===== config.mk =====
export PLATFORM = sky130hd
export DESIGN_NAME = io_err_status
export DESIGN_NICKNAME = d
export VERILOG_FILES = /design/src/rtl/io_err_pkg.sv /design/src/rtl/io_err_decode.sv /design/src/rtl/io_err_capture.sv /design/src/rtl/io_err_regif.sv /design/src/rtl/io_err_status.sv
export SDC_FILE = /design/constraint.sdc
export NUM_CORES = 1
export LEC_CHECK = 0
export BUFFER_PORTS_ARGS = -buffer_cell sky130_fd_sc_hd__clkbuf_2
export CAP_MARGIN = 20
export CORE_UTILIZATION = 43
export CTS_CLUSTER_DIAMETER = 50
export DETAILED_ROUTE_END_ITERATION = 7
export PLACE_DENSITY = 0.8
export SYNTH_ARGS = -nofsm -noshare
export SYNTH_HDL_FRONTEND = slang
export SYNTH_SLANG_ARGS = --single-unit
export TNS_END_PERCENT = 10

===== constraint.sdc =====
create_clock -name clk_i -period 2.3 [get_ports clk_i]
set_input_delay 0.69 -clock clk_i [delete_from_list [all_inputs] [get_ports clk_i]]
set_output_delay 0.69 -clock clk_i [all_outputs]
set_load 0.02 [all_outputs]

===== src/rtl/io_err_pkg.sv =====
package io_err_pkg;
  localparam int unsigned CMD_W  = 4;
  localparam int unsigned CODE_W = 4;

  localparam int unsigned BIT_ERR   = 4;
  localparam int unsigned BIT_LOST  = 5;
  localparam int unsigned BIT_PCI   = 6;
  localparam int unsigned CODE_LSB  = 8;
  localparam int unsigned BIT_PGV   = 12;

  localparam logic [CODE_W-1:0] CODE_PT_RD   = 4'd5;
  localparam logic [CODE_W-1:0] CODE_BAD_PG  = 4'd6;
  localparam logic [CODE_W-1:0] CODE_CPU_MAX = 4'd3;

  typedef struct packed {
    logic [CMD_W-1:0]  cmd;
    logic [CODE_W-1:0] code;
    logic              pci_init;
    logic              page_vld;
  } err_rec_t;
endpackage


===== src/rtl/io_err_decode.sv =====
module io_err_decode
  import io_err_pkg::*;
(
  input  logic [CMD_W-1:0]  cmd_i,
  input  logic [CODE_W-1:0] code_i,
  output err_rec_t          rec_o
);
  always_comb begin
    rec_o.cmd      = cmd_i;
    rec_o.code     = code_i;
    rec_o.pci_init = (code_i > CODE_CPU_MAX);
    rec_o.page_vld = (code_i == CODE_PT_RD) || (code_i == CODE_BAD_PG);
  end
endmodule


===== src/rtl/io_err_capture.sv =====
module io_err_capture
  import io_err_pkg::*;
#(
  parameter int unsigned ADDR_W = 32
) (
  input  logic              clk_i,
  input  logic              rst_ni,
  input  logic              err_valid_i,
  input  err_rec_t          rec_i,
  input  logic [ADDR_W-1:0] addr_i,
  input  logic              clr_err_i,
  input  logic              clr_lost_i,
  output logic              err_o,
  output logic              lost_o,
  output err_rec_t          rec_o,
  output logic [ADDR_W-1:0] addr_o
);
  logic capture, lost_hit, wipe;

  assign capture  = err_valid_i && !err_o;
  assign lost_hit = err_valid_i && err_o;
  // set beats clear: a pending event blocks the wipe
  assign wipe     = clr_err_i && !err_valid_i;

  always_ff @(posedge clk_i or negedge rst_ni) begin
    if (!rst_ni) begin
      err_o <= 1'b0;
    end else if (err_valid_i) begin
      err_o <= 1'b1;
    end else if (clr_err_i) begin
      err_o <= 1'b0;
    end
  end

  always_ff @(posedge clk_i or negedge rst_ni) begin
    if (!rst_ni) begin
      lost_o <= 1'b0;
    end else if (lost_hit) begin
      lost_o <= 1'b1;
    end else if (clr_lost_i) begin
      lost_o <= 1'b0;
    end
  end

  always_ff @(posedge clk_i or negedge rst_ni) begin
    if (!rst_ni) begin
      rec_o  <= '0;
      addr_o <= '0;
    end else if (capture) begin
      rec_o  <= rec_i;
      addr_o <= addr_i;
    end else if (wipe) begin
      rec_o  <= '0;
      addr_o <= '0;
    end
  end
endmodule


===== src/rtl/io_err_regif.sv =====
module io_err_regif
  import io_err_pkg::*;
#(
  parameter int unsigned ADDR_W   = 32,
  parameter int unsigned STAT_W   = 32,
  parameter int unsigned PAGE_LSB = 13
) (
  input  logic              reg_wr_i,
  input  logic              reg_addr_i,
  input  logic [STAT_W-1:0] reg_wdata_i,
  input  logic              err_i,
  input  logic              lost_i,
  input  err_rec_t          rec_i,
  input  logic [ADDR_W-1:0] addr_i,
  output logic              clr_err_o,
  output logic              clr_lost_o,
  output logic [STAT_W-1:0] stat_o,
  output logic [STAT_W-1:0] rdata_o
);
  localparam int unsigned PG_W = STAT_W - PAGE_LSB;

  logic wr_stat;
  logic unused_wdata;

  assign wr_stat      = reg_wr_i && !reg_addr_i;
  assign clr_err_o    = wr_stat && reg_wdata_i[BIT_ERR];
  assign clr_lost_o   = wr_stat && reg_wdata_i[BIT_LOST];
  assign unused_wdata = ^reg_wdata_i;

  logic [PG_W-1:0] page_f;

  generate
    if (ADDR_W >= STAT_W) begin : g_page
      assign page_f = rec_i.page_vld ? addr_i[PAGE_LSB +: PG_W] : '0;
    end else begin : g_page_narrow
      logic [STAT_W-1:0] addr_ext;
      assign addr_ext = {{(STAT_W-ADDR_W){1'b0}}, addr_i};
      assign page_f   = rec_i.page_vld ? addr_ext[PAGE_LSB +: PG_W] : '0;
    end
  endgenerate

  always_comb begin
    stat_o                        = '0;
    stat_o[CMD_W-1:0]             = rec_i.cmd;
    stat_o[BIT_ERR]               = err_i;
    stat_o[BIT_LOST]              = lost_i;
    stat_o[BIT_PCI]               = rec_i.pci_init;
    stat_o[CODE_LSB +: CODE_W]    = rec_i.code;
    stat_o[BIT_PGV]               = rec_i.page_vld;
    stat_o[STAT_W-1:PAGE_LSB]     = page_f;
  end

  generate
    if (ADDR_W >= STAT_W) begin : g_rd
      assign rdata_o = reg_addr_i ? addr_i[STAT_W-1:0] : stat_o;
    end else begin : g_rd_narrow
      assign rdata_o = reg_addr_i ? {{(STAT_W-ADDR_W){1'b0}}, addr_i} : stat_o;
    end
  endgenerate
endmodule


===== src/rtl/io_err_status.sv =====
module io_err_status
  import io_err_pkg::*;
#(
  parameter int unsigned ADDR_W   = 32,
  parameter int unsigned STAT_W   = 32,
  parameter int unsigned PAGE_LSB = 13
) (
  input  logic              clk_i,
  input  logic              rst_ni,
  input  logic              err_valid_i,
  input  logic [3:0]        err_cmd_i,
  input  logic [3:0]        err_code_i,
  input  logic [ADDR_W-1:0] err_addr_i,
  input  logic              reg_wr_i,
  input  logic              reg_addr_i,
  input  logic [STAT_W-1:0] reg_wdata_i,
  output logic [STAT_W-1:0] reg_rdata_o,
  output logic              mchk_req_o
);
  err_rec_t          rec_in, rec_q;
  logic              err_q, lost_q, clr_err, clr_lost;
  logic [ADDR_W-1:0] addr_q;
  logic [STAT_W-1:0] stat_w;

  io_err_decode u_dec (
    .cmd_i  (err_cmd_i),
    .code_i (err_code_i),
    .rec_o  (rec_in)
  );

  io_err_capture #(.ADDR_W(ADDR_W)) u_cap (
    .clk_i      (clk_i),
    .rst_ni     (rst_ni),
    .err_valid_i(err_valid_i),
    .rec_i      (rec_in),
    .addr_i     (err_addr_i),
    .clr_err_i  (clr_err),
    .clr_lost_i (clr_lost),
    .err_o      (err_q),
    .lost_o     (lost_q),
    .rec_o      (rec_q),
    .addr_o     (addr_q)
  );

  io_err_regif #(
    .ADDR_W  (ADDR_W),
    .STAT_W  (STAT_W),
    .PAGE_LSB(PAGE_LSB)
  ) u_reg (
    .reg_wr_i   (reg_wr_i),
    .reg_addr_i (reg_addr_i),
    .reg_wdata_i(reg_wdata_i),
    .err_i      (err_q),
    .lost_i     (lost_q),
    .rec_i      (rec_q),
    .addr_i     (addr_q),
    .clr_err_o  (clr_err),
    .clr_lost_o (clr_lost),
    .stat_o     (stat_w),
    .rdata_o    (reg_rdata_o)
  );

  assign mchk_req_o = err_q;
endmodule


-- Word-level counts from Yosys, hierarchy flattened
Index checks and enable logic that the tools add are counted.
- flip-flop bits (word level): 44
- output and inout bits: 33
- eq/ne operators: 2
- $lt $le $gt $ge: 1
- reductions and logical operators: 13
- mux-type cells: 10
- operator list (cell ; count):
    two-way mux 32 bit ; 3
    two-way mux 10 bit ; 2
    two-way mux 19 bit ; 1
    == test 4 x 3 -> 1 bit (second input constant) ; 2
    logical AND 1 bit ; 6
    nonzero test 2 bit ; 3
    greater-than comparator 4 x 2 -> 1 bit (second input constant) ; 1
    two-way mux 1 bit ; 4
    zero test 1 bit ; 3
    logical OR 1 bit ; 1

-- Longest topological paths before layout
Gate-level depths: netlist of run 1.
- depth after elaboration: 6
- depth in mapped cells: 5
- depth with buffers taken out: 3

-- By module
A second synthesis of run 1 with hierarchy kept.
- cells, all modules: 234
- area, all modules: 2925.3 um^2
- by module, submodules not included (module ; cells an instance ; instances ; sequential area each (um^2) ; area each (um^2)):
    io_err_capture ; 148 ; 1 ; 1101.1 ; 2222.1
    io_err_regif ; 75 ; 1 ; 0.0 ; 615.6
    io_err_decode ; 11 ; 1 ; 0.0 ; 87.6

-- Worst setup path after synthesis of run 1
OpenSTA, ideal clock, no wires.
- kind: input port to output port
- from: in reg_addr_i
- to: out reg_rdata_o[15]
- data required time: 1.610 ns
- path buffers: 1
- path slack: 0.095 ns
- stages on the path: 3
- arrival time: 1.515 ns
- path through: nor2_1 clkbuf_1 and2b_1
- cells in the longest elaborated chain, start to end: 1
- ends and longest elaborated chain (item ; line ; RTL):
    start: declaration ; io_err_status.sv:15 ; input logic reg_addr_i,
    two-way mux 32 bit ; io_err_regif.sv:55 ; assign rdata_o = reg_addr_i ? addr_i[STAT_W-1:0] : stat_o;
    end: declaration ; io_err_status.sv:17 ; output logic [STAT_W-1:0] reg_rdata_o,
No other way between the ends.

-- Final worst setup path of run 1
- from: in reg_addr_i
- to: out reg_rdata_o[12]
The elaborated chain is that of the path after synthesis.

==> results.txt, run 1 <==
status: finished, final reports clean
Mapped Area: 1877 µm²
Mapped Cells: 141
gr ovfl total: 0
antenna violations before repair: 0
via count: 1426
final count of pins violating max slew: 0
# hold bufs at CTS: 0
Avg Cell Area, Syn: 13.31 µm²
Sw Share: 28.85%
Final Power: 1.950 mW
Post-Syn Nets: 218
clock latency on the worst-skew pair: 0.29 ns
Seq/Total Area, Yosys: 58.67%
Total Die Area: 4633 µm²
first-pass GRT wire length: 6285 µm
Ant. Diodes: 0
worst vdd ir: 0.4433 mV
CP required: 1.61 ns
CTS Buf Count: 5
CP max FO: 9
P_int: 1.387 mW
Worst Setup End Kind: primary output
synth warn: 0
Initial Util: 45.93%
Clock Power Share: 24.9%
final setup vio count: 0
Yosys top cell area share: 58.67%
most common cell after layout, fill and taps aside: clkbuf_2
flop2flop setup slack: 1.05 ns
clk slew on worst S/H paths: 0.08 ns
1st-pass router iterations: 3
register share of total power: 49.9%
final hold vios: 0
Die Ht: 68.07 µm
crit-path max cell delay: 0.32 ns
WL/cell: 14.56 µm
Crit path buffers/inverters: 3
CTS tree: built
max-cap viol count: 0
share of the clock period used by the worst path: 97.85%
leading area contributor after synthesis: dfrtp_1
GPL Wtd Cong: 0.6639
Top Ports: 110
Port Buffers: 79
Worst-Margin Slew: 0.5352 ns
crit-path cells: buf_2 > buf_4 > mux2_2 > clkbuf_2
Fillers: 346
Comb power frac: 25.2%
antenna viol nets, final: 0
Hold Crit Class: input pin to asynchronous set/reset pin
kind of critical path: input pin to primary output
R2R Path End: u_cap.rec_o[1]
clk_skew: 0.002965 ns
Leakage: 1.358 nW
DIE WIDTH: 68.07 µm
slowest CP cell: mux2_2
Worst Path Arrival: 1.56 ns
pwr/cell area: 789.8 nW/µm²
most frequent cells in the layout: 78 x clkbuf_2, 44 x dfrtp_1, 41 x a22o_1
H-tree depth: 2
postcts setup bufs: 0
site row count: 23
RSZ-0062 raised after global routing: no
Sw Pwr: 562.5 µW
Reg2Reg Launch Point: u_cap.err_o
Routed WL: 4018 µm
Final min period: 2.251 ns
Max Root-Sink Buffers: 2
#FFs+latches synth: 44
layout cells sized above 1: 49.56%
path depth of the worst reg2reg path: 4
final hold slack: 0.4681 ns
cell class contributing the biggest share of worst-path delay: buffers and inverters
DPL Wire Length: 2915 µm
vias in the first global route: 1324
top post-synthesis cells by area: dfrtp_1 59%, a22o_1 19%, mux2_2 7.2%
area grow syn2layout: 31.53%
# nets final: 302
Slew HR: 64.32%
first-iteration detailed-routing DRC count: 49
max frequency: 444.3 MHz
largest net degree at the start of global routing: 45
core area: 4086 µm²
Root Buffer: clkbuf_8
clk sinks: 44
library cells used by synthesis: 17
total track usage: 19.15%
Critical Path Source Type: input pin
# DRC: 0
Vias/cell: 5.167
## power groups by stage
stage	clock [mW]	sequential [mW]	combinational (mW)
6_report	0.486	0.972	0.492
5_1_grt	0.538	0.990	0.538
4_1_cts	0.507	0.972	0.500
3_5_place_dp	0	0.983	0.500
3_3_place_gp	0	0.982	0.488
2_1_floorplan	0	0.965	0.325
## worst register-to-register path, delay by kind of cell, from the launching register on
family	cells	cell delay (ns)
simple gates	1	0.18
flops	1	0.45
compound gates	2	0.32
buf+inv	1	0.25
## sequential cells by signal, indices dropped and copies added (netlist names)
| name | cells |
|---|---|
| u_cap.lost_o | 1 |
| u_cap.err_o | 1 |
| u_cap.rec_o | 10 |
| u_cap.addr_o | 32 |
## what timing repair did
| item | 4_1_cts | 5_1_grt |
|---|---|---|
| hold endpoints to repair | 0 | 0 |
| setup endpoints to repair | 0 | 13 |
| resized for setup | 0 | 2 |
## worst max-delay path by stage
stage,slack [ns],endpoint,start,cells after the start
global route,0.002,reg_rdata_o[10],reg_addr_i,4
global placement,-0.005,reg_rdata_o[26],reg_addr_i,5
CTS,0.01,reg_rdata_o[26],reg_addr_i,5
detailed placement,0.01,reg_rdata_o[26],reg_addr_i,5
finish,0.05,reg_rdata_o[12],reg_addr_i,4
floorplan,0.1,reg_rdata_o[15],reg_addr_i,3
## kinds of logic after synthesis
| group | synth area share, % |
|---|---|
| xor gates and xnor gates | 0.4668 |
| and+or+nand+nor | 8.867 |
| muxes | 7.200 |
| buffers and inverters | 2.800 |
| AOI/OAI and AO/OA | 22.00 |
| DFF | 58.67 |
## cells in the mapped netlist
cell type  number
a21bo_2         1
nor2_1          2
dfrtp_1        44
o21ai_0         1
a31oi_4         1
mux2_2         12
buf_2           6
and2_1          1
inv_1           1
xnor2_1         1
and2b_1        11
a22o_1         41
a21o_1          1
nand2_1         2
nor2b_1        10
a32o_1          1
clkbuf_1        5
## metrics by stage
| stage | util (%) | setup TNS [ns] | setup slack, ns | std cells | area [µm²] |
|---|---|---|---|---|---|
| 2_1_floorplan | - | 0 | 0.09527 | 141 | 1877 |
| 3_3_place_gp | 58.08 | -0.007990 | -0.004574 | 268 | 2374 |
| 3_5_place_dp | 58.08 | 0 | 0.01390 | 268 | 2374 |
| 4_1_cts | 60.35 | 0 | 0.01168 | 276 | 2466 |
| 5_1_grt | 60.41 | 0 | 0.001789 | 276 | 2469 |
| 6_report | 60.41 | 0 | 0.04938 | 276 | 2469 |
## layout make-up
cell class | instances | area, µm² | share of cell area (%)
inverter | 1 | 3.754 | 0.1521
tap | 50 | 62.56 | 2.534
clock inverter | 2 | 10.01 | 0.4055
multi-input combinational | 85 | 733.2 | 29.70
timing repair buffer | 88 | 475.5 | 19.26
clock buffer | 6 | 82.58 | 3.345
sequential | 44 | 1101 | 44.60
## per-layer routing
metal	track usage, %	vias up	share of wire (%)
met5	0	-	0
met4	8.854	0	1.4
met3	5.667	5	7.1
met2	28.80	56	46
met1	25.27	679	45
li1	-	686	-
No activity file was read; power rests on OpenSTA's default activity.
==> run 2: changes to the inputs <==
CORE_UTILIZATION = 50   (was 43)
PLACE_DENSITY = 0.82   (was 0.8)
SYNTH_HIERARCHICAL = 1   (was default)
==> run 2 against run 1 <==
Net effect:
- combinational power rose by 49%
- cell area rose by 28%
- sequential share of layout area fell by 9.6 points
- clock skew rose by 0.00068 ns
- fmax rose by 2.7%
- synthesized cell count rose by 42%
- cell count rose by 21%
- first-iteration DRC count rose by 31%
- largest cell class is now multi-input gates
==> results.txt, run 2 <==
pwr/cell area: 737.5 nW/µm² (-6.6%)
# hold bufs at CTS: 0 (unchanged)
gr ovfl total: 0 (unchanged)
max-cap viol count: 0 (unchanged)
path depth of the worst reg2reg path: 3 (-1)
clk sinks: 44 (unchanged)
P_int: 1.648 mW (+19%)
Post-Syn Nets: 277 (+27%)
DP Area: 3045 µm² (+28%)
CTS tree: built
Clock Power Share: 24.8% (about the same)
CTS Buf Count: 5 (unchanged)
status: finished, final reports clean
first-pass GRT wire length: 8500 µm (+35%)
first-iteration detailed-routing DRC count: 64 (+31%)
H-tree depth: 2 (unchanged)
Sw Share: 29.13% (+0.29 points)
Initial Util: 52.56% (+6.6 points)
Worst Path Arrival: 1.50 ns (-0.06 ns)
Final min period: 2.191 ns (-0.05950 ns)
most common cell after layout, fill and taps aside: clkbuf_2
Routed WL: 5406 µm (+35%)
Ant. Diodes: 0 (unchanged)
clk slew on worst S/H paths: 0.08 ns (about the same)
top flop regs: u_cap/addr_o x32, u_cap/rec_o x10
final instance area: 3154 µm² (+28%)
fin util: 61.37% (+0.96 points)
most frequent cells in the layout: 79 x clkbuf_2, 46 x mux2_4, 42 x a22o_1, 42 x dfrtp_1, 19 x o21a_1
1st-pass router iterations: 4 (+1)
DPL Wire Length: 3615 µm (+24%)
Root Buffer: clkbuf_8
Mapped Area: 2701 µm² (+44%)
Critical Path Source Type: input pin
Fillers: 444 (+28%)
GPL Wtd Cong: 0.6579 (-0.90%)
Final Power: 2.326 mW (+19%)
vias in the first global route: 1757 (+33%)
Vias/cell: 5.446 (+5.4%)
layout cells sized above 1: 57.20% (+7.6 points)
Port Buffers: 79 (unchanged)
# DRC: 0 (unchanged)
CP required: 1.61 ns (about the same)
Comb power frac: 31.5% (+6.3 points)
Top reg by flops: u_cap/addr_o
Slew HR: 35.36% (-29 points)
antenna viol nets, final: 0 (unchanged)
Worst Setup End Kind: primary output
CP max FO: 16 (+7)
Max Root-Sink Buffers: 2 (unchanged)
site row count: 26 (+13%)
share of the clock period used by the worst path: 95.27% (-2.6 points)
Mapped Cells: 200 (+42%)
Sw Pwr: 677.7 µW (+20%)
Die Ht: 75.50 µm (+11%)
Reg2Reg Launch Point: u_cap/err_o
Worst-Margin Slew: 0.9673 ns (+0.4321 ns)
# placed instances: 326 (+22%)
Avg Cell Area, Syn: 13.51 µm² (+1.5%)
WL/cell: 16.19 µm (+11%)
kind of critical path: input pin to primary output
Hold Crit Class: input pin to asynchronous set/reset pin
postcts setup bufs: 0 (unchanged)
clk_skew: 0.003649 ns (+0.0006834 ns)
antenna violations before repair: 0 (unchanged)
area grow syn2layout: 16.77%
Total Die Area: 5700 µm² (+23%)
CTS resizes: 0 (unchanged)
max reg flops: 32 (unchanged)
final hold vios: 0 (unchanged)
max frequency: 456.4 MHz (+2.7%)
Top Ports: 110 (unchanged)
final setup vio count: 0 (unchanged)
Leakage: 1.717 nW (+26%)
RSZ-0062 raised after global routing: no
register share of total power: 43.7% (-6.2 points)
synth warn: 6 (+6)
clock latency on the worst-skew pair: 0.29 ns (about the same)
worst vdd ir: 0.3157 mV (-29%)
R2R Path End: u_cap/addr_o[26]
largest net degree at the start of global routing: 46 (+2.2%)
flop2flop setup slack: 0.87 ns (-0.18 ns)
total track usage: 20.10% (+0.96 points)
# nets final: 340 (+13%)
final non-filler cell total: 334 (+21%)
DIE WIDTH: 75.50 µm (+11%)
core area: 5140 µm² (+26%)
final count of pins violating max slew: 0 (unchanged)
via count: 1819 (+28%)
## run 2: worst max-delay path by stage
stage | startpoint | to | slack [ns] | depth (start not counted)
6_report | reg_addr_i | reg_rdata_o[0] | 0.11 | 4
5_1_grt | reg_addr_i | reg_rdata_o[1] | 0.09 | 4
4_1_cts | u_cap/rec_o[0] | reg_rdata_o[12] | 0.03 | 2
3_5_place_dp | reg_addr_i | u_cap/addr_o[0] | -0.03 | 5
3_3_place_gp | reg_addr_i | u_cap/addr_o[19] | 0.004 | 5
2_1_floorplan | reg_addr_i | reg_rdata_o[10] | 0.34 | 3
## run 2: layer usage
| metal | track usage, % | vias to the layer above | wire length (µm) | part of all wire [%] |
|---|---|---|---|---|
| li1 | - | 859 | - | - |
| met1 | 26.32 | 908 | 2475 | 46 |
| met2 | 33.53 | 50 | 2663 | 49 |
| met3 | 5.556 | 2 | 253 | 4.7 |
| met4 | 4.321 | 0 | 13 | 0.24 |
| met5 | 0 | - | 0 | 0 |
## run 2: critical path: stages
cell,delay [ns]
clkbuf_2,0.14
buf_12,0.17
mux2_2,0.34
clkbuf_2,0.15
## run 2: power by group through the flow
stage / Clock (mW) / Combinational [mW] / Sequential [mW]
after CTS: 0.598 / 0.739 / 1.02
after detailed placement: 0 / 0.738 / 1.03
after global routing: 0.624 / 0.791 / 1.04
after global placement: 0 / 0.716 / 1.02
final: 0.576 / 0.733 / 1.02
after floorplan: 0 / 0.590 / 0.988
## run 2: through the flow
| step | setup TNS [ns] | hold WS, ns | setup WS, ns |
|---|---|---|---|
| floorplan | 0 | 0.3944 | 0.3441 |
| global route | 0 | 0.3529 | 0.08947 |
| CTS | 0 | 0.3274 | 0.03321 |
| finish | 0 | 0.3188 | 0.1089 |
| detailed placement | -0.1959 | 0.5177 | -0.03172 |
| global placement | 0 | 0.5055 | 0.004044 |
## run 2: cell type report
type	count	area [µm²]	area share, %
multi-input combinational	125	1370	43.43
sequential	44	1104	34.99
timing repair buffer	85	478.0	15.15
tap	70	87.58	2.777
clock buffer	6	72.57	2.301
clock inverter	2	35.03	1.111
inverter	2	7.507	0.2380
==> run 3: changes to the inputs <==
CORE_MARGIN = 5   (was default)
CTS_CLUSTER_SIZE = 16   (was default)
==> run 3 against run 2 <==
Net effect:
- setup slack gained 0.0056 ns
- largest cell class unchanged
- clock skew grew 0.0013 ns
- critical endpoint is now reg_rdata_o[29]
- cell count shrank 0.30%
- cell area shrank 0.71%
- routed wire length grew 4.6%
- hold slack gained 0.037 ns
- register-to-register slack is essentially flat
==> results.txt, run 3 (same netlist as run 2, synthesis figures left out) <==
status: finished, final reports clean
layout cells sized above 1: 57.41% (+0.22 points)
Leakage: 1.708 nW (-0.53%)
first-pass GRT wire length: 9315 µm (+9.6%)
antenna viol nets, final: 0 (unchanged)
Setup WS post-layout: 0.1144 ns (+0.005570 ns)
DPL Wire Length: 3807 µm (+5.3%)
Fillers: 427 (-3.8%)
CP most frequent cell: clkbuf_2
crit-path cells: clkbuf_2 > buf_12 > buf_4 > o21a_1 > clkbuf_2
Ant. Diodes: 0 (unchanged)
most common cell after layout, fill and taps aside: clkbuf_2
RSZ-0062 raised after global routing: no
DIE WIDTH: 83.50 µm (+11%)
CP required: 1.61 ns (about the same)
Final min period: 2.186 ns (-0.005570 ns)
clk slew on worst S/H paths: 0.08 ns (about the same)
CTS Buf Count: 5 (unchanged)
Slew HR: 32.71% (-2.6 points)
area grow syn2layout: 15.93%
via count: 1838 (+1.0%)
Top reg by flops: u_cap/addr_o
WL/cell: 16.97 µm (+4.9%)
Top Ports: 110 (unchanged)
gr ovfl total: 0 (unchanged)
Routed WL: 5652 µm (+4.6%)
pwr/cell area: 713.8 nW/µm² (-3.2%)
Worst Setup End Kind: primary output
CTS tree: built
Die Ht: 83.50 µm (+11%)
crit-path max cell delay: 0.21 ns (-0.13 ns)
vias in the first global route: 1852 (+5.4%)
# DRC: 0 (unchanged)
CP max FO: 24 (+8)
clk_skew: 0.004916 ns (+0.001268 ns)
postcts setup bufs: 0 (unchanged)
final hold vios: 0 (unchanged)
first-iteration detailed-routing DRC count: 79 (+23%)
clock latency on the worst-skew pair: 0.29 ns (about the same)
Reg2Reg Launch Point: u_cap/err_o
DP Worst Slack: -0.02127 ns (+0.01045 ns)
1st-pass router iterations: 4 (unchanged)
max frequency: 457.5 MHz (+0.25%)
slowest CP cell: buf_4
max reg flops: 32 (unchanged)
path depth of the worst reg2reg path: 3 (unchanged)
Root Buffer: clkbuf_8
share of the clock period used by the worst path: 95.02% (-0.24 points)
Critical Path Source Type: input pin
GPL Wtd Cong: 0.6970 (+5.9%)
H-tree depth: 2 (unchanged)
final setup vio count: 0 (unchanged)
crit path launch: reg_addr_i
Hold Crit Class: input pin to asynchronous set/reset pin
site row count: 26 (unchanged)
final count of pins violating max slew: 0 (unchanged)
most frequent cells in the layout: 79 x clkbuf_2, 46 x mux2_4, 42 x a22o_1, 42 x dfrtp_1, 19 x o21a_1
Total Die Area: 6972 µm² (+22%)
flop2flop setup slack: 0.87 ns (about the same)
# nets final: 339 (-0.29%)
R2R Path End: u_cap/addr_o[26]
largest net degree at the start of global routing: 46 (unchanged)
Initial Util: 52.23% (-0.33 points)
final hold slack: 0.3558 ns (+0.03705 ns)
clk sinks: 44 (unchanged)
max-cap viol count: 0 (unchanged)
fin util: 60.55% (-0.82 points)
Vias/cell: 5.520 (+1.3%)
DP Area: 3038 µm² (-0.25%)
Worst Path Arrival: 1.50 ns (about the same)
top flop regs: u_cap/addr_o x32, u_cap/rec_o x10
core area: 5172 µm² (+0.63%)
kind of critical path: input pin to primary output
worst vdd ir: 0.3588 mV (+14%)
final instance area: 3132 µm² (-0.71%)
Worst-Margin Slew: 1.007 ns (+0.03964 ns)
Port Buffers: 79 (unchanged)
total track usage: 16.32% (-3.8 points)
antenna violations before repair: 0 (unchanged)
Max Root-Sink Buffers: 2 (unchanged)
## run 3: cell count changes in the layout (fill, tap and decap cells not counted), sizes merged
cell,delta
clkinv,+1
bufinv,-1
buf,-1
## run 3: how the worst max path moves through the flow
stage | cells past startpoint | slack, ns | endpoint
CTS | 2 | 0.04 | reg_rdata_o[12]
detailed placement | 5 | -0.02 | u_cap/addr_o[17]
floorplan | 3 | 0.34 | reg_rdata_o[10]
global route | 5 | 0.06 | reg_rdata_o[24]
finish | 5 | 0.11 | reg_rdata_o[29]
global placement | 5 | -0.02 | u_cap/addr_o[15]
## run 3: report_power, final
part | internal (mW) | total, mW | switching (mW)
logic | 0.424 | 0.730 | 0.306
registers | 0.900 | 1.02 | 0.117
clock network | 0.240 | 0.488 | 0.248
## run 3: what timing repair did
item / CTS / global route
resized for setup: 0 / 1
setup endpoints to repair: 0 / 3
hold buffers: 0 / 0
## run 3: critical path, delay by kind of cell
kind,cells,cell delay [ns]
compound gates,1,0.14
buf+inv,4,0.66
## run 3: routing by layer
metal	GRT usage (%)	vias to the layer above	share of wire, %
li1	-	862	-
met1	21.01	912	43
met2	26.82	57	49
met3	4.640	7	6.8
met4	4.678	0	0.97
met5	0	-	0
## run 3: layout make-up
cell class,instances,area [µm²],area share (%)
clock inverter,2,10.01,0.3196
multi-input combinational,125,1370,43.75
tap,70,87.58,2.797
timing repair buffer,84,470.5,15.02
inverter,2,7.507,0.2397
sequential,44,1104,35.24
clock buffer,6,82.58,2.637
## run 3: metrics by stage
| stage | std cells | power, mW | setup TNS [ns] |
|---|---|---|---|
| after global placement | 325 | 1.738 | -0.1429 |
| after global routing | 333 | 2.366 | 0 |
| after floorplan | 200 | 1.578 | 0 |
| after detailed placement | 325 | 1.765 | -0.2331 |
| final | 333 | 2.235 | 0 |
| after CTS | 333 | 2.263 | 0 |
